## src/rtl/wdog_pkg.sv

```systemverilog
package wdog_pkg;

   // Register select, taken from byte-address bits [3:2]
   typedef enum logic [1:0] {
      REG_CMP = 2'd0,
      REG_EN  = 2'd1,
      REG_CNT = 2'd2,
      REG_CTL = 2'd3
   } wdog_reg_e;

   localparam int unsigned WDOG_ADDR_W = 4;

endpackage

```

## src/rtl/wdog_regs.sv

```systemverilog
module wdog_regs
   import wdog_pkg::*;
#(
   parameter int unsigned DATA_W     = 16,
   parameter int unsigned CNT_W      = 16,
   parameter int unsigned SRC_N      = 3,
   parameter int unsigned PRE_CODE_W = 3
) (
   input  logic                          clk,
   input  logic                          rst_n,
   input  logic [WDOG_ADDR_W-1:0]        bus_addr,
   input  logic                          bus_wr,
   input  logic [DATA_W-1:0]             bus_wdata,
   output logic [DATA_W-1:0]             bus_rdata,
   input  logic [CNT_W-1:0]              cnt_i,
   output logic [CNT_W-1:0]              cmp_o,
   output logic                          en_o,
   output logic [SRC_N-1:0]              src_sel_o,
   output logic [PRE_CODE_W-1:0]         pre_code_o,
   output logic                          cnt_clr_o,
   output logic                          pre_clr_o
);

   localparam int unsigned CTL_W = SRC_N + PRE_CODE_W;

   wdog_reg_e          reg_sel;
   logic [CNT_W-1:0]   cmp_q;
   logic               en_q;
   logic [CTL_W-1:0]   ctl_q;
   logic               wr_cmp, wr_en, wr_cnt, wr_ctl;
   logic [1:0]         unused_addr_lo;

   assign reg_sel        = wdog_reg_e'(bus_addr[3:2]);
   assign unused_addr_lo = bus_addr[1:0];

   assign wr_cmp = bus_wr && (reg_sel == REG_CMP);
   assign wr_en  = bus_wr && (reg_sel == REG_EN);
   assign wr_cnt = bus_wr && (reg_sel == REG_CNT);
   assign wr_ctl = bus_wr && (reg_sel == REG_CTL);

   always_ff @(posedge clk) begin
      if (!rst_n) begin
         cmp_q <= '1;
         en_q  <= 1'b0;
         ctl_q <= '0;
      end else begin
         if (wr_cmp) cmp_q <= bus_wdata[CNT_W-1:0];
         if (wr_en)  en_q  <= bus_wdata[0];
         if (wr_ctl) ctl_q <= bus_wdata[CTL_W-1:0];
      end
   end

   // Keep-alive: only an all-zero write touches the counter
   assign cnt_clr_o = wr_cnt && (bus_wdata == '0);
   assign pre_clr_o = cnt_clr_o || wr_ctl;

   assign cmp_o      = cmp_q;
   assign en_o       = en_q;
   assign src_sel_o  = ctl_q[SRC_N-1:0];
   assign pre_code_o = ctl_q[CTL_W-1:SRC_N];

   always_comb begin
      unique case (reg_sel)
         REG_CMP: bus_rdata = DATA_W'(cmp_q);
         REG_EN:  bus_rdata = DATA_W'(en_q);
         REG_CNT: bus_rdata = DATA_W'(cnt_i);
         REG_CTL: bus_rdata = DATA_W'(ctl_q);
         default: bus_rdata = '0;
      endcase
   end

   AST_EN_FOLLOWS_WRITE: assert property (@(posedge clk) disable iff (!rst_n) wr_en |=> (en_q == $past(bus_wdata[0])));
   AST_CTL_HELD: assert property (@(posedge clk) disable iff (!rst_n) !wr_ctl |=> $stable(ctl_q));

endmodule

```

## src/rtl/wdog_tick_gen.sv

```systemverilog
module wdog_tick_gen #(
   parameter int unsigned SRC_N        = 3,
   parameter int unsigned PRE_CODE_W   = 3,
   parameter int unsigned PRE_STEP_LOG = 2,
   parameter int unsigned PRE_MAX_CODE = 5
) (
   input  logic                  clk,
   input  logic                  rst_n,
   input  logic                  en_i,
   input  logic                  clr_i,
   input  logic [SRC_N-1:0]      src_tick_i,
   input  logic [SRC_N-1:0]      src_sel_i,
   input  logic [PRE_CODE_W-1:0] pre_code_i,
   output logic                  step_o
);

   localparam int unsigned PRE_W = PRE_STEP_LOG * PRE_MAX_CODE;

   logic sel_ok;
   logic sel_tick;

   // One-hot check without a reduction primitive
   assign sel_ok   = (src_sel_i != '0) && ((src_sel_i & (src_sel_i - SRC_N'(1))) == '0);
   assign sel_tick = sel_ok && ((src_tick_i & src_sel_i) != '0);

   generate
      if (PRE_W == 0) begin : g_no_pre
         logic [PRE_CODE_W-1:0] unused_code;
         logic                  unused_clk;
         assign unused_code = pre_code_i;
         assign unused_clk  = clk;
         assign step_o      = en_i && !clr_i && sel_tick;
      end else begin : g_pre
         logic [PRE_CODE_W-1:0] code_eff;
         logic [PRE_W:0]        span;
         logic [PRE_W-1:0]      term;
         logic [PRE_W-1:0]      pre_q;

         // Codes above the largest divider saturate at it
         assign code_eff = (pre_code_i > PRE_CODE_W'(PRE_MAX_CODE)) ?
                           PRE_CODE_W'(PRE_MAX_CODE) : pre_code_i;

         always_comb begin
            span = (PRE_W+1)'(1) << (PRE_STEP_LOG * int'(code_eff));
            term = PRE_W'(span - (PRE_W+1)'(1));
         end

         always_ff @(posedge clk) begin
            if (!rst_n || clr_i) begin
               pre_q <= '0;
            end else if (en_i && sel_tick) begin
               if (pre_q == term) pre_q <= '0;
               else               pre_q <= pre_q + PRE_W'(1);
            end
         end

         assign step_o = en_i && !clr_i && sel_tick && (pre_q == term);

         AST_PRE_FROZEN_OFF: assert property (@(posedge clk) disable iff (!rst_n) (!en_i && !clr_i) |=> $stable(pre_q));
         AST_PRE_CLEARED: assert property (@(posedge clk) disable iff (!rst_n) clr_i |=> (pre_q == '0));
      end
   endgenerate

   AST_STEP_NEEDS_ONEHOT: assert property (@(posedge clk) disable iff (!rst_n) step_o |-> ($countones(src_sel_i) == 1));
   AST_STEP_NEEDS_EN: assert property (@(posedge clk) disable iff (!rst_n) step_o |-> en_i);

endmodule

```

## src/rtl/wdog_counter.sv

```systemverilog
module wdog_counter #(
   parameter int unsigned CNT_W = 16
) (
   input  logic             clk,
   input  logic             rst_n,
   input  logic             en_i,
   input  logic             step_i,
   input  logic             clr_i,
   input  logic [CNT_W-1:0] cmp_i,
   output logic [CNT_W-1:0] cnt_o,
   output logic             req_o
);

   logic [CNT_W-1:0] cnt_q;
   logic             fired_q;
   logic             req_q;
   logic             hit;
   logic             fire;

   assign hit  = (cnt_q == cmp_i);
   assign fire = step_i && hit && !fired_q && !clr_i;

   always_ff @(posedge clk) begin
      if (!rst_n) begin
         cnt_q   <= '0;
         fired_q <= 1'b0;
         req_q   <= 1'b0;
      end else begin
         req_q <= fire;
         if (clr_i) begin
            cnt_q   <= '0;
            fired_q <= 1'b0;
         end else begin
            if (!en_i)       fired_q <= 1'b0;
            else if (fire)   fired_q <= 1'b1;
            if (step_i && !hit) cnt_q <= cnt_q + CNT_W'(1);
         end
      end
   end

   assign cnt_o = cnt_q;
   assign req_o = req_q;

   AST_REQ_ONE_CYCLE: assert property (@(posedge clk) disable iff (!rst_n) req_q |=> !req_q);
   AST_HOLD_AT_MATCH: assert property (@(posedge clk) disable iff (!rst_n) (hit && !clr_i) |=> $stable(cnt_q));
   AST_CLR_ZERO: assert property (@(posedge clk) disable iff (!rst_n) clr_i |=> (cnt_q == '0));
   AST_STEP_BY_ONE: assert property (@(posedge clk) disable iff (!rst_n) !clr_i |=> ((cnt_q == $past(cnt_q)) || (cnt_q == $past(cnt_q) + CNT_W'(1))));
   AST_FROZEN_OFF: assert property (@(posedge clk) disable iff (!rst_n) (!en_i && !clr_i) |=> ($stable(cnt_q) && !req_q));
   AST_NO_REFIRE: assert property (@(posedge clk) disable iff (!rst_n) (req_q && !clr_i && en_i) |=> !req_q);

endmodule

```

## src/rtl/wdog_prescaled.sv

```systemverilog
module wdog_prescaled
   import wdog_pkg::*;
#(
   parameter int unsigned DATA_W       = 16,
   parameter int unsigned CNT_W        = 16,
   parameter int unsigned SRC_N        = 3,
   parameter int unsigned PRE_CODE_W   = 3,
   parameter int unsigned PRE_STEP_LOG = 2,
   parameter int unsigned PRE_MAX_CODE = 5
) (
   input  logic                   clk,
   input  logic                   rst_n,
   input  logic [WDOG_ADDR_W-1:0] bus_addr,
   input  logic                   bus_wr,
   input  logic [DATA_W-1:0]      bus_wdata,
   output logic [DATA_W-1:0]      bus_rdata,
   input  logic [SRC_N-1:0]       src_tick,
   output logic                   rst_req
);

   generate
      if (CNT_W > DATA_W) begin : g_bad_cnt
         $error("counter wider than the data bus");
      end
      if (SRC_N + PRE_CODE_W > DATA_W) begin : g_bad_ctl
         $error("control field wider than the data bus");
      end
      if (PRE_MAX_CODE >= (1 << PRE_CODE_W)) begin : g_bad_code
         $error("largest prescaler code does not fit its field");
      end
      if (SRC_N == 0 || CNT_W == 0) begin : g_bad_zero
         $error("zero-width source select or counter");
      end
   endgenerate

   logic [CNT_W-1:0]      cmp;
   logic [CNT_W-1:0]      cnt;
   logic                  en;
   logic [SRC_N-1:0]      src_sel;
   logic [PRE_CODE_W-1:0] pre_code;
   logic                  cnt_clr;
   logic                  pre_clr;
   logic                  step;

   wdog_regs #(
      .DATA_W     (DATA_W),
      .CNT_W      (CNT_W),
      .SRC_N      (SRC_N),
      .PRE_CODE_W (PRE_CODE_W)
   ) u_regs (
      .clk        (clk),
      .rst_n      (rst_n),
      .bus_addr   (bus_addr),
      .bus_wr     (bus_wr),
      .bus_wdata  (bus_wdata),
      .bus_rdata  (bus_rdata),
      .cnt_i      (cnt),
      .cmp_o      (cmp),
      .en_o       (en),
      .src_sel_o  (src_sel),
      .pre_code_o (pre_code),
      .cnt_clr_o  (cnt_clr),
      .pre_clr_o  (pre_clr)
   );

   wdog_tick_gen #(
      .SRC_N        (SRC_N),
      .PRE_CODE_W   (PRE_CODE_W),
      .PRE_STEP_LOG (PRE_STEP_LOG),
      .PRE_MAX_CODE (PRE_MAX_CODE)
   ) u_tick (
      .clk        (clk),
      .rst_n      (rst_n),
      .en_i       (en),
      .clr_i      (pre_clr),
      .src_tick_i (src_tick),
      .src_sel_i  (src_sel),
      .pre_code_i (pre_code),
      .step_o     (step)
   );

   wdog_counter #(
      .CNT_W (CNT_W)
   ) u_cnt (
      .clk    (clk),
      .rst_n  (rst_n),
      .en_i   (en),
      .step_i (step),
      .clr_i  (cnt_clr),
      .cmp_i  (cmp),
      .cnt_o  (cnt),
      .req_o  (rst_req)
   );

   AST_REQ_AFTER_RESET: assert property (@(posedge clk) disable iff (!rst_n) $rose(rst_n) |-> !rst_req);
   AST_REQ_AT_MATCH: assert property (@(posedge clk) disable iff (!rst_n) rst_req |-> (cnt == $past(cmp)));

endmodule

```

## config.mk

```make
export PLATFORM = sky130hd
export DESIGN_NAME = wdog_prescaled
export DESIGN_NICKNAME = d
export VERILOG_FILES = /design/src/rtl/wdog_pkg.sv /design/src/rtl/wdog_regs.sv /design/src/rtl/wdog_tick_gen.sv /design/src/rtl/wdog_counter.sv /design/src/rtl/wdog_prescaled.sv
export SDC_FILE = /design/constraint.sdc
export NUM_CORES = 1
export LEC_CHECK = 0
export BUFFER_PORTS_ARGS = -buffer_cell sky130_fd_sc_hd__buf_2
export CELL_PAD_IN_SITES_DETAIL_PLACEMENT = 0
export CELL_PAD_IN_SITES_GLOBAL_PLACEMENT = 2
export CORE_UTILIZATION = 33
export DETAILED_ROUTE_END_ITERATION = 8
export PLACE_DENSITY = 0.79
export SYNTH_ARGS = -nofsm -noshare
export SYNTH_HDL_FRONTEND = slang
export SYNTH_SLANG_ARGS = --single-unit
```

## constraint.sdc

```tcl
create_clock -name clk -period 3 [get_ports clk]
set_input_delay 0.15 -clock clk [delete_from_list [all_inputs] [get_ports clk]]
set_output_delay 0.15 -clock clk [all_outputs]
set_load 0.01 [all_outputs]
```

# Word level (Yosys, flattened, before mapping)
# Cells that the tools add are included.
dict set report op_classes {
  add_sub_neg 4
  n_lt_le_gt_ge 1
  eq_ne 5
  n_shift 1
  mux 3
  bitwise 4
  reduce_logical 29
}
# cell n
set ops {}
lappend ops {{one-hot mux 16 bit (4 select lines)} 1}
lappend ops {{adder 16 x 1 -> 16 bit, second input constant} 1}
lappend ops {{== test 16 bit} 1}
lappend ops {{logical NOT 16 bit} 1}
lappend ops {{logical AND 1 bit} 15}
lappend ops {{adder 10 x 1 -> 10 bit, second input constant} 1}
lappend ops {{== test 10 bit} 1}
lappend ops {{2-to-1 mux 10 bit} 1}
lappend ops {{<< shifter 1 x 4 -> 10 bit, first input constant} 1}
lappend ops {{subtractor 10 x 1 -> 10 bit, second input constant} 1}
lappend ops {{bitwise AND 3 bit} 2}
lappend ops {{nonzero test 3 bit} 2}
lappend ops {{logical NOT 1 bit} 5}
lappend ops {{== test 2 bit, second input constant} 2}
lappend ops {{> comparator 3 bit, second input constant} 1}
lappend ops {{logical NOT 3 bit} 1}
lappend ops {{2-to-1 mux 3 bit} 1}
lappend ops {{OR reduction 3 bit} 1}
lappend ops {{subtractor 3 x 1 -> 3 bit, second input constant} 1}
lappend ops {{== test 2 x 1 -> 1 bit, second input constant} 1}
lappend ops {{logical NOT 2 bit} 1}
lappend ops {{logical OR 1 bit} 2}
lappend ops {{inverter 1 bit} 2}
lappend ops {{OR reduction 2 bit} 1}
dict set report word_totals {
  reg_bits 51
  out_inout_bits 17
  word_cells 54
}

# Depth between registers and ports, before layout
dict set report logic_depth {
  word_depth 11
  mapped_depth 11
}

# Cells and area by module
# From an unflattened synthesis, not the netlist that was laid out.
dict set report hier_totals {
  hier_cells 347
  hier_area_um2 3000.4
}
# module instances cells_per_inst area_per_inst_um2 seq_area_each_um2
set modules_own_cells {}
lappend modules_own_cells {wdog_regs 1 139 1169.9 460.4}
lappend modules_own_cells {wdog_counter 1 122 1111.1 360.3}
lappend modules_own_cells {wdog_tick_gen 1 86 719.4 200.2}

# Worst setup path before layout
# OpenSTA, ideal clock, no wires.
dict set report synth_timing {
  path_type {flip-flop to flip-flop}
  from {register u_regs.ctl_q[5]}
  to {register u_cnt.cnt_q[9], in the netlist u_cnt.cnt_o[9]}
  arrival_ns 2.334
  setup_slack_ns 0.550
  stages_incl_launch_ff 11
  path_buffers 2
  cell_sequence {dfxtp_1 > buf_2 > or3_1 > ha_1 > xor2_1 > mux2i_1 > a211oi_4 > and4_2 > buf_2 > a31oi_1 > a41o_1}
}
dict set report synth_via {
  elab_chain_len 7
}
# item line
set synth_rtl {}
lappend synth_rtl {{from (decl)} wdog_regs.sv:29} ;# logic [CTL_W-1:0] ctl_q;
lappend synth_rtl {{from (signal assigned)} wdog_regs.sv:49} ;# if (wr_ctl) ctl_q <= bus_wdata[CTL_W-1:0];
lappend synth_rtl {{> comparator 3 bit} wdog_tick_gen.sv:40} ;# assign code_eff = (pre_code_i > PRE_CODE_W'(PRE_MAX_CODE)) ?
lappend synth_rtl {{2-to-1 mux 3 bit (*)} wdog_tick_gen.sv:40}
lappend synth_rtl {{<< shifter 1 x 4 -> 10 bit (*)} wdog_tick_gen.sv:44} ;# span = (PRE_W+1)'(1) << (PRE_STEP_LOG * int'(code_eff));
lappend synth_rtl {{subtractor 10 x 1 -> 10 bit (*)} wdog_tick_gen.sv:45} ;# term = PRE_W'(span - (PRE_W+1)'(1));
lappend synth_rtl {{== test 10 bit (*)} wdog_tick_gen.sv:57} ;# assign step_o = en_i && !clr_i && sel_tick && (pre_q == term);
lappend synth_rtl {{logical AND 1 bit (*)} wdog_tick_gen.sv:57}
lappend synth_rtl {{logical AND 1 bit (*)} wdog_counter.sv:36} ;# if (step_i && !hit) cnt_q <= cnt_q + CNT_W'(1);
lappend synth_rtl {{to (signal assigned)} wdog_counter.sv:36}
lappend synth_rtl {{to (decl)} wdog_counter.sv:14} ;# logic [CNT_W-1:0] cnt_q;
# Mark *: on every way between the ends. The rest lies on a longest branch, timed or not.
# A chain may end at the register's enable or synchronous reset.

# Final worst setup path
dict set report layout_timing {
  from {register u_regs.ctl_q[3]}
  to {register u_cnt.cnt_q[5], in the netlist u_cnt.cnt_o[5]}
}
# The elaborated chain is that of the path after synthesis.

==> run metrics <==
total gr overflow 0; H-tree Lvls 2; synth top area cells dfxtp_1, nand2_1, xor2_1, mux2i_1, nor2_1; fin nets 414; critical-path cell list or3_1 -> ha_1 -> xor2_1 -> mux2i_1 -> a211oi_4 -> nand4_2 -> or4_1 -> nand2_1; crit path max-delay cell type or4_1; Syn-to-layout area delta 13.4%; PD cells 421 nW/um2; Fin. Hold Viols 0; CTS tree done; Die Area 9090 um2; CP Data Arrival Time 2970 ps; Crit. End Element register; Setup TNS 0 ps; Synth Instances 353; io pins 43; DR vias 2,552; # resized after CTS 0; Via density 5.20; period utilization 90.6%; fraction of registers with async set/reset 0%; RSZ-0062 raised after global routing false; worst clock skew 8.64 ps; vias in the first global route 2,357; Synth top area share 35.5%; XOR/XNOR Fraction of Synth Area 9.13%; Synth Area in Simple Gates 29.8%; Final Wtd Congestion 0.760; commonest non-fill, non-tap cell in the layout nand2_1; core area 8340 um2; CTS Hold Bufs 0; unique cell type count in the Yosys netlist 48; post-synthesis compound-gate area fraction 12.6%; Peak supply drop 0.150 mV; CTS Sinks 51; Ys Warns 0; leading area contributor after synthesis dfxtp_1; drt first-iter violations 112; most frequent cells in the layout nand2_1, dfxtp_1, buf_2, nor2_1, nand3_1; f_max 368 MHz; min Tclk post-route 2720 ps; remaining routing DRC violations 0; Worst Hold Class in -> reg; CTS Buffer Depth 2; DR pass1 iterations 5; Routed Antenna Nets 0; Least-Margin Pin Slew 588 ps; Leak Pwr 1.43 nW; worst path required time 3250 ps; Sequential Area 1020 um2; root buffer cell clkbuf_8; port buffer count 40; initial antenna violation count 0; design area 3260 um2; Syn Nets 382; max_cap viols 0; total track usage 17.3%; placement row count 33; crit start category register; Inst Count DP 483; post-synthesis mux area share 7.96%; placed cell areas 3150 um2; Post-CTS Setup Bufs 0; die height 95.4 um; die width 95.4 um; average wire per standard cell 14.8 um; Initial Util 34.5%; largest net degree at the start of global routing 27; fin cells 491; Max Transition Viols Final 0; diode count 0; max-slew headroom at the worst pin 60.8%; status finished clean; Post-DP HPWL 5370 um; register area share after synthesis 35.5%; Mapped Area 2880 um2; largest family of logic cells by synthesized area simple AND/OR/NAND/NOR gates; EDFF count, synth 0; # setup viols final 0; Avg Inst Size Synth 8.15 um2; Synth Area in Adders 1.30%; area of the multi-input gates 1750 um2; first-pass GRT wire length 12,000 um; crit path max fanout 12; flops & latches, synth 51; CP max stage delay 540 ps; predominant post-synthesis flop cell dfxtp_1; fraction of layout instances using a drive strength above 1 18.7%; Post-Route Utilization 39.1%; wirelength, routed 7250 um; Num CTS Buffers 5; fillers 893; clk_lat worst skew 300 ps; crit path kind reg -> reg; Clock Pin Slew Worst Setup and Hold Paths 100 ps
[power by group]
part	internal [mW]	switching, mW
combinational	0.0683	0.0951
clock	0.270	0.235
sequential	0.691	0.0152
[registers in the layout, summed over array words and instances, names as in the netlist]
| signal | flops |
|---|---|
| u_cnt.req_o | 1 |
| u_tick.g_pre.pre_q | 10 |
| u_regs.cmp_o | 16 |
| u_regs.en_o | 1 |
| u_cnt.fired_q | 1 |
| u_regs.ctl_q | 6 |
| u_cnt.cnt_o | 16 |
[synthesized netlist by cell type (6+ instances only)]
master     n
nor4_1     7
xnor2_1   10
dfxtp_1   51
xor2_1    20
nor2_1    35
a21boi_0   7
a21oi_1   11
nand3_1   25
clkbuf_1  11
nand2_1   68
mux2i_1   15
and3_1     9
or3_1      6
[worst max-delay path, delay by kind of cell, from the launching register on]
kind                     cells  cell delay (ps)
AND/OR/NAND/NOR              4             1330
multiplexers                 1              150
adder cells (fa/ha/maj)      1              250
flip-flops                   1              370
XOR/XNOR                     1              220
AO/OA/AOI/OAI                1              350
[stage by stage]
| step | hold slack, ps | power [mW] | worst slack, ps |
|---|---|---|---|
| floorplan | 274 | 0.825 | 550 |
| global placement | 377 | 0.887 | 301 |
| detailed placement | 380 | 0.887 | 268 |
| CTS | 62.6 | 1.40 | 244 |
| global route | 58.4 | 1.44 | 19.5 |
| finish | 70.6 | 1.37 | 282 |
[final timing paths]
check | slack [ps] | start | to | cells after the start
worst max-delay path | 280 | u_regs.ctl_q[3] | u_cnt.cnt_o[5] | 8
worst min register to register | 480 | u_regs.ctl_q[0] | u_regs.ctl_q[0] | 2
worst min-delay path | 70 | bus_wdata[13] | u_regs.cmp_o[13] | 3
worst max register to register | 280 | u_regs.ctl_q[3] | u_cnt.cnt_o[5] | 8
[logic make-up after synthesis]
| group | after synthesis |
|---|---|
| AO/OA/AOI/OAI | 49 |
| XOR/XNOR | 30 |
| adder cells (fa/ha/maj) | 3 |
| buffers and inverters | 23 |
| flip-flops | 51 |
| multiplexers | 21 |
| AND/OR/NAND/NOR | 176 |
[layout make-up]
class	count	share of cell area [%]
Inverter	4	0.460
Multi-Input combinational cell	279	53.6
Clock inverter	2	1.07
Clock buffer	6	2.53
Timing Repair Buffer	44	7.06
Sequential cell	51	31.3
Tap cell	105	4.03
[metal layers]
layer	global-route usage [%]	vias up	part of all wire, %
met4	3.79	0	0.63
met3	3.19	4	3.0
li1	-	1300	-
met1	26.1	1203	53
met2	25.4	45	43
met5	0	-	0
(Power assumes the default switching activity.)
